--- src/rtl/stt_pkg.sv ---
// Shared types for the strobe gate drift tracking controller.
package stt_pkg;
    // Pass sequencer states: idle, read requested, one-cycle gap between rounds.
    typedef enum logic [1:0] {
        ST_IDLE = 2'd0,
        ST_REQ  = 2'd1,
        ST_GAP  = 2'd2
    } pass_state_e;
endpackage

--- src/rtl/stt_pass_fsm.sv ---
// Pass sequencer: arms the two triggers, starts a periodic (one round) or
// long-idle (IDLE_ROUNDS rounds) pass, and drives busy and the read request.
// Assumes that the read engine holds rd_ack_i for one cycle per burst.
module stt_pass_fsm
    import stt_pkg::*;
#(
    parameter int IDLE_ROUNDS = 16
) (
    input  logic clk,
    input  logic rst_n,
    input  logic refresh_done_i,
    input  logic long_idle_i,
    input  logic rd_ack_i,
    output logic busy_o,
    output logic rd_req_o,
    output logic take_o,
    output logic finish_o
);
    localparam int RND_W = $clog2(IDLE_ROUNDS + 1);
    localparam logic [RND_W-1:0] RND_LONG = RND_W'(IDLE_ROUNDS);
    localparam logic [RND_W-1:0] RND_ONE  = RND_W'(1);

    pass_state_e      state_q;
    logic [RND_W-1:0] rounds_q;
    logic             arm_ref_q;
    logic             arm_idle_q;
    logic             start_long;
    logic             start_ref;
    logic             start_any;

    // Trigger decode: long-idle has priority over refresh-done.
    always_comb begin
        start_long = (state_q == ST_IDLE) && long_idle_i && arm_idle_q;
        start_ref  = (state_q == ST_IDLE) && !start_long && refresh_done_i && arm_ref_q;
        start_any  = start_long || start_ref;
        take_o     = (state_q == ST_REQ) && rd_ack_i;
        finish_o   = take_o && (rounds_q == RND_ONE);
        busy_o     = (state_q != ST_IDLE);
        rd_req_o   = (state_q == ST_REQ);
    end

    // Arm flags: set while the input is low, cleared by a start that saw it high.
    always_ff @(posedge clk) begin
        if (!rst_n) begin
            arm_ref_q  <= 1'b1;
            arm_idle_q <= 1'b1;
        end else begin
            if (start_any && refresh_done_i) arm_ref_q <= 1'b0;
            else if (!refresh_done_i)        arm_ref_q <= 1'b1;
            if (start_any && long_idle_i)    arm_idle_q <= 1'b0;
            else if (!long_idle_i)           arm_idle_q <= 1'b1;
        end
    end

    // State and round count update.
    always_ff @(posedge clk) begin
        if (!rst_n) begin
            state_q  <= ST_IDLE;
            rounds_q <= '0;
        end else begin
            case (state_q)
                ST_IDLE: begin
                    if (start_long) begin
                        state_q  <= ST_REQ;
                        rounds_q <= RND_LONG;
                    end else if (start_ref) begin
                        state_q  <= ST_REQ;
                        rounds_q <= RND_ONE;
                    end
                end
                ST_REQ: begin
                    if (finish_o) begin
                        state_q <= ST_IDLE;
                    end else if (take_o) begin
                        state_q  <= ST_GAP;
                        rounds_q <= rounds_q - RND_ONE;
                    end
                end
                ST_GAP:  state_q <= ST_REQ;
                default: state_q <= ST_IDLE;
            endcase
        end
    end
endmodule

--- src/rtl/stt_vote_tap.sv ---
// Evidence accumulator and tap stepper: a signed vote moves by one per taken
// sample; reaching +/-THRESH steps the tap (saturating) and clears the vote.
// Assumes TAP_INIT <= TAP_MAX < 2**TAP_W and THRESH >= 1.
module stt_vote_tap #(
    parameter int TAP_W    = 6,
    parameter int TAP_MAX  = 63,
    parameter int TAP_INIT = 32,
    parameter int THRESH   = 8
) (
    input  logic             clk,
    input  logic             rst_n,
    input  logic             take_i,
    input  logic             lead_i,
    output logic [TAP_W-1:0] tap_o
);
    localparam int VOTE_W = $clog2(THRESH + 1) + 1;
    localparam logic signed [VOTE_W-1:0] VOTE_HI  = VOTE_W'(THRESH - 1);
    localparam logic signed [VOTE_W-1:0] VOTE_LO  = -VOTE_HI;
    localparam logic signed [VOTE_W-1:0] VOTE_ONE = VOTE_W'(1);
    localparam logic [TAP_W-1:0]         TAP_TOP  = TAP_W'(TAP_MAX);
    localparam logic [TAP_W-1:0]         TAP_RST  = TAP_W'(TAP_INIT);
    localparam logic [TAP_W-1:0]         TAP_ONE  = TAP_W'(1);

    logic signed [VOTE_W-1:0] vote_q;
    logic [TAP_W-1:0]         tap_q;

    // Vote accumulation and saturating tap step on threshold crossing.
    always_ff @(posedge clk) begin
        if (!rst_n) begin
            vote_q <= '0;
            tap_q  <= TAP_RST;
        end else if (take_i) begin
            if (lead_i) begin
                if (vote_q == VOTE_HI) begin
                    vote_q <= '0;
                    if (tap_q != TAP_TOP) tap_q <= tap_q + TAP_ONE;
                end else begin
                    vote_q <= vote_q + VOTE_ONE;
                end
            end else begin
                if (vote_q == VOTE_LO) begin
                    vote_q <= '0;
                    if (tap_q != '0) tap_q <= tap_q - TAP_ONE;
                end else begin
                    vote_q <= vote_q - VOTE_ONE;
                end
            end
        end
    end

    assign tap_o = tap_q;
endmodule

--- src/rtl/stt_refi_timer.sv ---
// Refresh interval timer: counts cycles while busy and emits a one-cycle
// refresh request every REFI_CYCLES cycles unless the pass ends on that edge.
// Assumes REFI_CYCLES >= 2.
module stt_refi_timer #(
    parameter int REFI_CYCLES = 780
) (
    input  logic clk,
    input  logic rst_n,
    input  logic busy_i,
    input  logic finish_i,
    output logic refresh_o
);
    localparam int CNT_W = $clog2(REFI_CYCLES);
    localparam logic [CNT_W-1:0] CNT_LAST = CNT_W'(REFI_CYCLES - 1);
    localparam logic [CNT_W-1:0] CNT_ONE  = CNT_W'(1);

    logic [CNT_W-1:0] cnt_q;
    logic             pulse_q;

    // Interval count and refresh pulse generation.
    always_ff @(posedge clk) begin
        if (!rst_n || !busy_i) begin
            cnt_q   <= '0;
            pulse_q <= 1'b0;
        end else if (cnt_q == CNT_LAST) begin
            cnt_q   <= '0;
            pulse_q <= !finish_i;
        end else begin
            cnt_q   <= cnt_q + CNT_ONE;
            pulse_q <= 1'b0;
        end
    end

    assign refresh_o = pulse_q;
endmodule

--- src/rtl/strobe_track_ctrl.sv ---
// Top of the strobe gate drift tracking controller. Joins the pass sequencer,
// vote/tap stepper and refresh timer; TRACK_EN = 0 ties all outputs to rest.
// Assumes the controller drops its trigger within 10 cycles of busy falling.
module strobe_track_ctrl #(
    parameter int TRACK_EN    = 1,
    parameter int TAP_W       = 6,
    parameter int TAP_MAX     = 63,
    parameter int TAP_INIT    = 32,
    parameter int THRESH      = 8,
    parameter int IDLE_ROUNDS = 16,
    parameter int REFI_CYCLES = 780
) (
    input  logic             clk,
    input  logic             rst_n,
    input  logic             ctl_refresh_done_i,
    input  logic             ctl_long_idle_i,
    output logic             busy_o,
    output logic             rd_req_o,
    input  logic             rd_ack_i,
    input  logic             sample_lead_i,
    output logic             refresh_req_o,
    output logic [TAP_W-1:0] tap_o
);
    generate
        if (TRACK_EN != 0) begin : g_track
            logic take;
            logic finish;
            logic busy;

            stt_pass_fsm #(.IDLE_ROUNDS(IDLE_ROUNDS)) u_fsm (
                .clk            (clk),
                .rst_n          (rst_n),
                .refresh_done_i (ctl_refresh_done_i),
                .long_idle_i    (ctl_long_idle_i),
                .rd_ack_i       (rd_ack_i),
                .busy_o         (busy),
                .rd_req_o       (rd_req_o),
                .take_o         (take),
                .finish_o       (finish)
            );

            stt_vote_tap #(
                .TAP_W    (TAP_W),
                .TAP_MAX  (TAP_MAX),
                .TAP_INIT (TAP_INIT),
                .THRESH   (THRESH)
            ) u_vote (
                .clk    (clk),
                .rst_n  (rst_n),
                .take_i (take),
                .lead_i (sample_lead_i),
                .tap_o  (tap_o)
            );

            stt_refi_timer #(.REFI_CYCLES(REFI_CYCLES)) u_refi (
                .clk       (clk),
                .rst_n     (rst_n),
                .busy_i    (busy),
                .finish_i  (finish),
                .refresh_o (refresh_req_o)
            );

            assign busy_o = busy;
        end else begin : g_off
            assign busy_o        = 1'b0;
            assign rd_req_o      = 1'b0;
            assign refresh_req_o = 1'b0;
            assign tap_o         = TAP_W'(TAP_INIT);
        end
    endgenerate
endmodule

--- config.mk ---
export PLATFORM = sky130hd
export DESIGN_NAME = strobe_track_ctrl
export DESIGN_NICKNAME = d
export VERILOG_FILES = /design/src/rtl/stt_pkg.sv /design/src/rtl/stt_pass_fsm.sv /design/src/rtl/stt_vote_tap.sv /design/src/rtl/stt_refi_timer.sv /design/src/rtl/strobe_track_ctrl.sv
export SDC_FILE = /design/constraint.sdc
export NUM_CORES = 1
export LEC_CHECK = 0
export BUFFER_PORTS_ARGS = -buffer_cell sky130_fd_sc_hd__buf_2
export CAP_MARGIN = 15
export CORE_MARGIN = 5
export CORE_UTILIZATION = 58
export CTS_CLUSTER_SIZE = 28
export DETAILED_ROUTE_END_ITERATION = 8
export PLACE_DENSITY = 0.78
export SLEW_MARGIN = 40
export SYNTH_ARGS = -nofsm -noshare
export SYNTH_HDL_FRONTEND = slang
export SYNTH_SLANG_ARGS = --single-unit
--- constraint.sdc ---
create_clock -name clk -period 2.65 [get_ports clk]
set_input_delay 0.6625 -clock clk [delete_from_list [all_inputs] [get_ports clk]]
set_output_delay 0.6625 -clock clk [all_outputs]
set_load 0.01 [all_outputs]
---- After elaboration in Yosys (flattened, before gate mapping) ----
Cells that the tools add are included.
storage, ports and cells
  register bits after elaboration ......... 31
  bits in latches ......................... 0
  bits in writable memories ............... 0
  bits in read-only memories .............. 0
  output and inout port bits .............. 9
  word-level logic and storage cells ...... 78
  memories ................................ 0
cells by class
  $add $sub $neg .......................... 6
  multiply operators ...................... 0
  div/mod/pow operators ................... 0
  order comparisons ....................... 0
  equality and inequality tests ........... 15
  shifts and indexed selects .............. 0
  mux-type cells .......................... 22
  bitwise operators ....................... 1
  reduce and logical (&&, ||, !) cells .... 26
operators with widths
  operator                                                count
  2-to-1 mux 5 bit                                        7
  2-to-1 mux 6 bit                                        5
  adder 10 x 1 -> 10 bit (second input constant)          1
  == test 10 bit (second input constant)                  1
  == test 5 x 4 -> 1 bit (second input constant)          2
  inequality test 2 x 1 -> 1 bit (second input constant)  5
  one-hot mux 5 bit (2 select lines)                      1
  logical AND 1 bit                                       9
  2-to-1 mux 2 bit                                        4
  nonzero test 2 bit                                      4
  adder 6 x 1 -> 6 bit (second input constant)            1
  inequality test 3 x 1 -> 1 bit (second input constant)  2
  inequality test 6 bit (second input constant)           1
  one-hot mux 2 bit (3 select lines)                      1
  nonzero test 6 bit                                      1
  subtractor 6 x 1 -> 6 bit (second input constant)       1
  adder 5 x 2 -> 5 bit (second input constant)            1
  == test 5 x 1 -> 1 bit (second input constant)          1
  AND reduction 5 bit                                     1
  subtractor 5 x 1 -> 5 bit (second input constant)       1
  subtractor 5 x 2 -> 5 bit (second input constant)       1
  logical NOT 1 bit                                       4
  2-to-1 mux 1 bit                                        4
  AND reduction 4 bit                                     1
  8 further kinds                                         10

---- Longest topological paths before layout ----
  word-level depth ........................ 10
  gate-level depth with buffers ........... 8
  gate-level depth less buffers ........... 7

---- Modules after synthesis ----
A second synthesis with hierarchy kept.
second synthesis, totals
  cells, all modules ...................... 210
  area, all modules ....................... 1879.3 µm²
modules (own cells, without submodules)
  module          times used  cells an instance  area each (µm²)  sequential area each (µm²)
  stt_vote_tap    1           106                897.1            220.2
  stt_pass_fsm    1           52                 508.0            180.2
  stt_refi_timer  1           52                 474.2            220.2

---- Worst setup path before layout ----
Ideal clock, no wire load.
  path kind ............................... input-to-reg
  start ................................... in sample_lead_i
  end ..................................... reg g_track.u_vote.tap_q[5] (netlist: g_track.u_vote.tap_o[5])
  setup time .............................. 0.123 ns
  arrival time ............................ 2.217 ns
  required time ........................... 2.527 ns
  setup slack ............................. 0.310 ns
  stages .................................. 7
  path buffers ............................ 0
  cell sequence ........................... clkinv_1 ha_1 o21ai_0 nor2_1 mux2i_1 and4b_1 mux2_1
on the way
  word-level cells in the longest chain between the ends .. 2
RTL lines
  item                                                                                   line                     RTL
  from (decl)                                                                            strobe_track_ctrl.sv:20  input logic sample_lead_i,
  inequality test 2 x 1 -> 1 bit (no source line) or nonzero test 2 bit (tied branches)  n/a
  AND reduction 5 bit (no source line)                                                   n/a
  to (signal assigned)                                                                   stt_vote_tap.sv:36       if (tap_q != TAP_TOP) tap_q <= tap_q + TAP_ONE;
  to (signal assigned)                                                                   stt_vote_tap.sv:43       if (tap_q != '0) tap_q <= tap_q - TAP_ONE;
  to (decl)                                                                              stt_vote_tap.sv:25       logic [TAP_W-1:0] tap_q;
Parallel ways exist; a longest one is shown, timed or not.
A chain may end at the register's enable or synchronous reset.

---- Final worst setup path ----
Same ends and word-level chain as after synthesis.

==> out/qor.yml <==
run_status:
  status: "completed"
timing:
  rsz0062_at_grt: "false"
  layout_worst_path_cycle_share: 0.805
  setup_tns_ns: 0
  min_period_ns: 2.13
  tightest_slew_ns: 0.475
  slew_headroom: 0.683
  finalSetupViolCount: 0
  slew_violations: 0
  fmax_ghz: 0.469
  final.setup_skew_ns: 0.0112
  finalHoldViolCount: 0
setup_path:
  r2r-start: "g_track.u_vote.vote_q[0]$_SDFFE_PN0P_"
  cp.arrival_ns: 2.36
  worstRegToRegCells: 6
  critPathCaptureType: "flip-flop"
  rrSetupSlack_ns: 0.57
  r2r_end: "g_track.u_vote.tap_o[5]$_SDFFE_PN1P_"
  path_class: "in -> reg"
  startpoint: "sample_lead_i"
  worstPathRequired_ns: 2.88
  critPathCapture: "g_track.u_vote.tap_o[5]$_SDFFE_PN1P_"
  startpoint_type: "primary input"
  cp_max_fo: 6
global_routing:
  use_met1: 0.194
  grt_pass1_wl_um: 6220
  antenna_found_initial: 0
  grt_max_degree: 15
  met2_usage: 0.349
  grt_use_met3: 0.0468
  grt_pass1_vias: 1497
  overflow: 0
  grt-busiest-layer: "met2"
  grtUsageTotal: 0.190
route:
  dr.pass1.iters: 6
  first_iter_violations: 83
  antenna_left: 0
  vias: 1552
  wl_um: 3660
  vias_per_cell: 6.06
  wl_per_cell_um: 14.3
  drc_errors: 0
synthesis:
  synth_cells: 206
  ys.flop_type: "dfxtp_1"
  synth_area_mm2: 0.00175
  syn_avg_cell_area_um2: 8.48
  synth_edf_count: 0
  async_flop_share: 0
  yosysUniqueCellTypes: 46
  synth_fp_nets: 223
  seq_area_frac_synth: 0.355
  ys_ff_latch: 31
  yosysWarningCount: 0
cells_and_area:
  syn2layout_area_growth_pct: 9.89
  postLayoutCoreUtil: 0.645
  nets: 239
  num_antenna_cells: 0
  finalInstanceArea_mm2: 0.00192
  drive_gt1_frac: 0.126
clock_network:
  hold_buffers: 0
  cts_buffer_depth: 2
  htreeDepth: 2
  worstSkewPairLatency_ns: 0.34
  path_clk_slew_ns: 0.11
  cts_buffers: 5
  cts.sinks: 31
  cts_resized: 0
  cts_root_buf: "clkbuf_4"
  cts_tree: "yes"
  post_cts_buffers: 0
floorplan:
  coreArea_mm2: 0.00298
  start_util: 0.587
  die-area_mm2: 0.00421
  rows: 20
  ios: 15
  die_h_um: 64.9
  chipWidth_um: 64.9
placed_design:
  post-dp-hpwl_um: 2710
  gp_congestion: 0.882
  port_buffers: 14
  dpl_cell_area_mm2: 0.00183
flow_run:
  drv_cap: 0
pwr:
  ir_worst_vdd_mv: 0.304
  power_density_mw_per_mm2: 562
  p_leak_uw: 0.000861
worst_hold_path:
  hold_class: "reg -> reg"
[state kept, by name, summed over array words and instances, names as in the netlist]
| register | count |
|---|---|
| g_track.u_refi.cnt_q | 10 |
| g_track.u_refi.refresh_o | 1 |
| g_track.u_fsm.rounds_q | 5 |
| g_track.u_vote.tap_o | 6 |
| g_track.u_vote.vote_q | 5 |
| g_track.u_fsm.arm_ref_q | 1 |
| g_track.u_fsm.state_q | 2 |
| g_track.u_fsm.arm_idle_q | 1 |
[synthesized netlist by cell type, types with 2 or more instances]
| library cell | instances | area share |
|---|---|---|
| nor4_1 | 3 | 0.011 |
| a21o_1 | 2 | 0.0086 |
| inv_1 | 7 | 0.015 |
| nand2b_1 | 2 | 0.0072 |
| a211o_1 | 2 | 0.010 |
| nor3_1 | 10 | 0.029 |
| nand4_1 | 2 | 0.0072 |
| nor2_1 | 30 | 0.064 |
| o21ai_0 | 6 | 0.017 |
| o211a_1 | 4 | 0.023 |
| buf_6 | 2 | 0.013 |
| nand2_1 | 18 | 0.039 |
| clkbuf_1 | 4 | 0.0086 |
| buf_2 | 2 | 0.0057 |
| and4b_1 | 2 | 0.011 |
| o311ai_0 | 3 | 0.015 |
| nor2b_1 | 2 | 0.0072 |
| nand3_1 | 9 | 0.026 |
| a21oi_1 | 12 | 0.034 |
| xnor2_1 | 4 | 0.020 |
| and2_1 | 2 | 0.0072 |
| mux2i_1 | 6 | 0.034 |
| or4b_1 | 2 | 0.011 |
| dfxtp_1 | 31 | 0.36 |
| a211oi_1 | 3 | 0.013 |
| ha_1 | 10 | 0.072 |
| xor2_1 | 7 | 0.035 |
[power by group]
group / total (uW) / switching [uW] / internal (uW)
sequential: 516 / 26.6 / 489
clock: 392 / 169 / 223
combinational: 171 / 99.5 / 71.6
[cells in the final DEF, fill, tap and decap left out, drive strengths merged, types with 3 or more instances in the layout]
cell,netlist,layout
o21ai,6,6
a211oi,3,3
nand3,9,9
nor3,10,10
xor2,7,7
inv,7,7
nand2,18,18
mux2i,6,6
buf,4,17
o311ai,3,3
xnor2,4,4
a21oi,12,12
nor2,30,30
o211a,4,4
clkbuf,4,6
nor4,3,3
ha,10,10
dfxtp,31,31
[critical path: stages]
cell and delay, ns:
buf_2 0.09, clkinv_1 0.18, ha_1 0.42, o21ai_0 0.10, nor2_1 0.15, mux2i_1 0.21
and4b_1 0.21, mux2_1 0.32
[how the worst min path moves through the flow]
stage	startpoint	endpoint	slack (ns)	depth (start not counted)
floorplan	g_track.u_refi.cnt_q[0]$_SDFF_PP0_	g_track.u_refi.cnt_q[0]$_SDFF_PP0_	0.42	1
global placement	g_track.u_refi.cnt_q[0]$_SDFF_PP0_	g_track.u_refi.cnt_q[0]$_SDFF_PP0_	0.43	1
detailed placement	g_track.u_refi.cnt_q[0]$_SDFF_PP0_	g_track.u_refi.cnt_q[0]$_SDFF_PP0_	0.45	1
CTS	g_track.u_refi.cnt_q[0]$_SDFF_PP0_	g_track.u_refi.cnt_q[0]$_SDFF_PP0_	0.46	1
global route	g_track.u_refi.cnt_q[0]$_SDFF_PP0_	g_track.u_refi.cnt_q[0]$_SDFF_PP0_	0.49	1
finish	g_track.u_refi.cnt_q[0]$_SDFF_PP0_	g_track.u_refi.cnt_q[0]$_SDFF_PP0_	0.46	1
[routing by layer]
layer | up-vias | share of wire
met2 | 44 | 0.51
met5 | - | 0
met4 | 0 | 0.021
met3 | 10 | 0.056
li1 | 768 | -
met1 | 730 | 0.41
[through the flow]
stage          hold WS [ns]  instances  power, uW  setup WS, ns
2_1_floorplan         0.418        206        662         0.310
3_3_place_gp          0.433        248        683         0.279
3_5_place_dp          0.446        248        696         0.167
4_1_cts               0.463        256       1090         0.535
5_1_grt               0.494        256       1140         0.363
6_report              0.456        256       1080         0.518
[final cells by class]
| class | instances | area [um2] |
|---|---|---|
| Multi-Input combinational cell | 159 | 1050 |
| Clock inverter | 2 | 35.0 |
| Timing Repair Buffer | 17 | 92.6 |
| Sequential cell | 31 | 621 |
| Fill cell | 256 | 1060 |
| Clock buffer | 6 | 51.3 |
| Tap cell | 33 | 41.3 |
| Inverter | 8 | 30.0 |
[logic make-up (layout without fill, tap and decap cells)]
family          after synthesis  in the layout  synth area share
compound gates               42             42             0.177
xor+xnor                     11             11            0.0552
fa+ha+maj                    11             11            0.0831
buf+inv                      16             33            0.0444
flops                        31             31             0.355
mux                           7              7            0.0408
simple gates                 88             88             0.244
(Power assumes the default switching activity.)
